--- src/rtl/nmi_return_unit.sv ---
module nmi_return_unit #(
  parameter int XLEN     = 32,
  parameter int RULE_W   = 7,
  parameter int MPRV_POS = 17
) (
  input  logic              clk,
  input  logic              rst_n,
  input  logic              instr_valid,
  input  logic [31:0]       instr_word,
  input  logic [1:0]        cur_priv,
  input  logic              cfg_rnmi_en,
  input  logic              cfg_compressed_en,
  input  logic              cfg_hyp_en,
  input  logic              cfg_prot_present,
  input  logic [RULE_W-1:0] prot_rule_count,
  input  logic [XLEN-1:0]   saved_pc,
  input  logic [XLEN-1:0]   saved_nstatus,
  input  logic [XLEN-1:0]   cur_mstatus,
  output logic              exc_valid,
  output logic [3:0]        exc_cause,
  output logic              commit_valid,
  output logic [XLEN-1:0]   commit_pc,
  output logic [1:0]        commit_priv,
  output logic              commit_virt,
  output logic [XLEN-1:0]   commit_nstatus,
  output logic [XLEN-1:0]   commit_mstatus,
  output logic              hyp_swap
);
  localparam logic [31:0] RET_WORD      = 32'h7020_0073;
  localparam logic [1:0]  PRIV_MACHINE  = 2'b11;
  localparam logic [3:0]  CAUSE_ILLEGAL = 4'd2;
  localparam logic [3:0]  CAUSE_ALIGN   = 4'd0;
  localparam int          EN_POS        = 3;
  localparam int          PV_POS        = 7;
  localparam int          PP_LO         = 11;

  logic       hit;
  logic [1:0] prev_priv;
  logic       prev_is_m;
  logic       bad_feature, bad_priv, bad_align, bad_prot, any_bad;
  logic       next_virt;

  assign hit         = instr_valid && (instr_word == RET_WORD);
  assign prev_priv   = saved_nstatus[PP_LO+1:PP_LO];
  assign prev_is_m   = (prev_priv == PRIV_MACHINE);
  assign bad_feature = !cfg_rnmi_en;
  assign bad_priv    = (cur_priv != PRIV_MACHINE);
  assign bad_align   = !cfg_compressed_en && (saved_pc[1:0] != 2'b00);
  assign bad_prot    = cfg_prot_present && (prot_rule_count == '0) && !prev_is_m;
  assign any_bad     = bad_feature | bad_priv | bad_align | bad_prot;
  assign next_virt   = saved_nstatus[PV_POS] && !prev_is_m;

  always_ff @(posedge clk) begin
    if (!rst_n) begin
      exc_valid      <= 1'b0;
      exc_cause      <= '0;
      commit_valid   <= 1'b0;
      commit_pc      <= '0;
      commit_priv    <= '0;
      commit_virt    <= 1'b0;
      commit_nstatus <= '0;
      commit_mstatus <= '0;
      hyp_swap       <= 1'b0;
    end else begin
      exc_valid    <= hit && any_bad;
      commit_valid <= hit && !any_bad;
      hyp_swap     <= hit && !any_bad && cfg_hyp_en && next_virt;
      if (hit) begin
        if (bad_feature || bad_priv)  exc_cause <= CAUSE_ILLEGAL;
        else if (bad_align)           exc_cause <= CAUSE_ALIGN;
        else                          exc_cause <= CAUSE_ILLEGAL;
        commit_pc              <= saved_pc;
        commit_priv            <= prev_priv;
        commit_virt            <= next_virt;
        commit_nstatus         <= saved_nstatus;
        commit_nstatus[EN_POS] <= 1'b1;
        commit_mstatus         <= cur_mstatus;
        if (!prev_is_m) commit_mstatus[MPRV_POS] <= 1'b0;
      end
    end
  end

  AST_ONE_OUTCOME: assert property (@(posedge clk) disable iff (!rst_n)
    !(exc_valid && commit_valid));
  AST_COMMIT_NEEDS_STROBE: assert property (@(posedge clk) disable iff (!rst_n)
    commit_valid |-> $past(instr_valid));
  AST_COMMIT_FROM_MACHINE: assert property (@(posedge clk) disable iff (!rst_n)
    commit_valid |-> $past(cur_priv) == PRIV_MACHINE);
  AST_ENABLE_REARMED: assert property (@(posedge clk) disable iff (!rst_n)
    commit_valid |-> commit_nstatus[EN_POS]);
  AST_MACHINE_NOT_VIRT: assert property (@(posedge clk) disable iff (!rst_n)
    (commit_valid && commit_priv == PRIV_MACHINE) |-> !commit_virt);
  AST_SWAP_ON_VIRT_COMMIT: assert property (@(posedge clk) disable iff (!rst_n)
    hyp_swap |-> (commit_valid && commit_virt));
endmodule

--- config.mk ---
export PLATFORM = sky130hd
export DESIGN_NAME = nmi_return_unit
export DESIGN_NICKNAME = d
export VERILOG_FILES = /design/src/rtl/nmi_return_unit.sv
export SDC_FILE = /design/constraint.sdc
export NUM_CORES = 1
export LEC_CHECK = 0
export CORE_MARGIN = 5
export CORE_UTILIZATION = 39
export CTS_CLUSTER_SIZE = 24
export DETAILED_ROUTE_END_ITERATION = 10
export GPL_TIMING_DRIVEN = 0
export HOLD_SLACK_MARGIN = 0.05
export PLACE_DENSITY = 0.81
export SLEW_MARGIN = 40
export SYNTH_ARGS = -nofsm -noshare
export SYNTH_HDL_FRONTEND = slang
export SYNTH_SLANG_ARGS = --single-unit
--- constraint.sdc ---
create_clock -name clk -period 1.65 [get_ports clk]
set_input_delay 0.165 -clock clk [delete_from_list [all_inputs] [get_ports clk]]
set_output_delay 0.165 -clock clk [all_outputs]
set_load 0.02 [all_outputs]
==> impl_metrics.ini <==
[yosys]
synthCells = 500
synth_seq_area_share_pct = 44.5
synthArstFlopShare_pct = 0
syn_area_mm2 = 0.00455
ys_warn_count = 0
syn_avg_cell_area_um2 = 9.09
ys_ff_latch = 101
synth.distinct_cells = 36
synthFlopType = dfxtp_1
synth_edf_count = 0

[power]
p_comb_share_pct = 9.9
p_leak_uw = 0.00296
p_int_uw = 3860
swShare_pct = 21.8
seq_power_share_pct = 49.3
power.total_uw = 4940
p_sw_uw = 1080
peakVddDrop_mv = 0.670
powerDensity_mw_per_mm2 = 568
clkPwrFrac_pct = 40.8

[sta]
fin_ws_ns = -0.0177
finClkSkew_ns = 0
grt_setup_unrepaired = yes
final-setup-viol-count = 3
finalMaxSlewViolations = 0
clock.fmax_mhz = 600
fin_crit_ns = 1.67
worstMarginPinSlew_ns = 0.532
timing.final.crit_share_pct = 101
slew-limit-headroom_pct = 64.5
finalHoldViolations = 0

[floorplanning]
die_w_um = 118
start_util_pct = 39.8
die_y_um = 118
coreArea_mm2 = 0.0114
row_count = 39
die_area_mm2 = 0.0139
ios = 250

[layout]
finish.instance_area_mm2 = 0.00871
stdcell_count = 925
nets = 921
final_common_cell = clkdlybuf4s50_1
layout_common_cells = 220 x clkdlybuf4s50_1, 101 x dfxtp_1, 95 x nand4_1
final_util_pct = 76.3
n_antenna_cell = 0
drive_gt1_share_pct = 24.6
area_delta_synth_final_pct = 91.6

[routing]
drc = 0
routed_wirelength_mm = 20.1
wire_per_inst_um = 21.7
drtAntennaViolNets = 0
vias = 5573
viasPerCell = 6.02
first_iter_violations = 396
first_pass_iters = 5

[worst_setup_path]
cp_max_fo = 5
path_buf_inv = 4
crit_path_end_kind = register
crit_arrival_ns = 1.88
startpoint_type = input pin
critPathMaxStageDelay_ns = 0.42
crit_chain = clkdlybuf4s50_1, nor4_2, nand3b_1, buf_6, buf_8, buf_4, o31ai_1, a21oi_1
required_ns = 1.86
crit_family = buffers and inverters
critPathKind = in2reg
cpMaxStageDelayCell = clkdlybuf4s50_1

[place]
dp_cells = 890
dpl.hpwl_mm = 13.5
post_dp_cell_area_mm2 = 0.00718
io_buffers = 245
gp_congestion = 0.925

[grt]
antenna_found_initial = 0
grt_max_degree = 16
grt_pass1_wl_mm = 30.3
grt_overflow = 0
grt_pass1_vias = 5733
grtUsageTotal_pct = 26.4

[cts]
path_clk_slew_ns = 0.07
cts-hold-fix-buffers = 0
cts_tree = done
cts_sinks = 101
cts_root_buf = clkbuf_16
cts_inserted_buffers = 9
h-tree-depth = 3
clock_path_buffers = 2
clock_latency_ns = 0.33

[run_status]
violations = setup timing
status = finished with violations

[hold_path]
hp-class = in2reg

[flow_run]
cap_violations = 0
## worst min-delay path, cell delays in order
cell and delay, ns:
clkdlybuf4s50_1 0.40, nand4_1 0.07, a21oi_1 0.06
## final timing paths
path	depth (start not counted)	from	slack (ns)	end
hold / removal	3	saved_nstatus[28]	0.40	commit_nstatus[28]$_SDFFE_PN0P_
setup reg to reg	2	commit_virt$_SDFFE_PN0P_	0.84	commit_virt$_SDFFE_PN0P_
setup / recovery	8	instr_word[11]	-0.02	commit_pc[6]$_SDFFE_PN0P_
hold reg to reg	2	commit_mstatus[17]$_SDFFE_PN0P_	0.47	commit_mstatus[17]$_SDFFE_PN0P_
## power groups by stage
stage | clock network, uW | logic [uW] | registers, uW
floorplan | 0 | 79.5 | 2490
global placement | 0 | 457 | 2490
detailed placement | 0 | 463 | 2490
CTS | 2030 | 478 | 2440
global route | 2160 | 512 | 2430
finish | 2020 | 490 | 2440
## area by class of cell
type,count,area (um2)
Multi-Input combinational cell,322,2770
Buffer,76,766
Sequential cell,101,2020
Fill cell,770,2710
Tap cell,143,179
Timing Repair Buffer,266,2690
Clock inverter,3,20.0
Clock buffer,13,260
Inverter,1,3.75
## stage by stage
stage          worst slack (ns)  TNS, ns  hold WS, ns
5_1_grt                  -0.102    -1.21        0.399
2_1_floorplan             0.186        0        0.283
4_1_cts                  0.0229        0        0.390
3_5_place_dp             -0.724   -58.99        0.451
3_3_place_gp             -0.642   -55.85        0.445
6_report                -0.0177  -0.0369        0.401
## synth_stat cells (all sizes together) (2+ instances only)
library cell  instances  area (um2)
a31oi                 2        12.5
nor4                  4        52.6
and3                  2        12.5
o31ai                94         706
dfxtp               101        2020
a21oi                94         470
buf                  49         294
and3b                 2        17.5
nand3b                3        22.5
nand2                 3        11.3
nor4b                 5        86.3
and4                  2        17.5
nand4                96         607
clkbuf               29         109
## cell families (layout without fill, tap and decap cells)
group,Yosys count,count (layout),synth area share [%]
DFF,101,101,44.5
AOI/OAI and AO/OA,193,193,26.6
muxes,2,2,0.468
other,1,3,0.0825
and+or+nand+nor,124,124,19.4
buffers and inverters,79,359,8.95
## repair_timing
action / CTS / global route
gates cloned: 5 / 1
resized for setup: 171 / 103
pin swaps: 28 / 26
setup buffers: 14 / 2
setup endpoints to repair: 100 / 99
## registers in the layout, summed over array words and instances, names as in the netlist
signal	cells
commit_priv	1
commit_nstatus	31
exc_valid	1
hyp_swap	1
exc_cause	1
commit_pc	32
commit_mstatus	32
commit_valid	1
commit_virt	1
## per-layer routing
layer	wire length, um	global-route usage (%)	part of all wire [%]
met5	0	0	0
met1	7610	29.8	38
met2	10300	46.8	51
met3	1580	8.12	7.9
met4	627	9.25	3.1
Power figures use the tool's default switching activity.
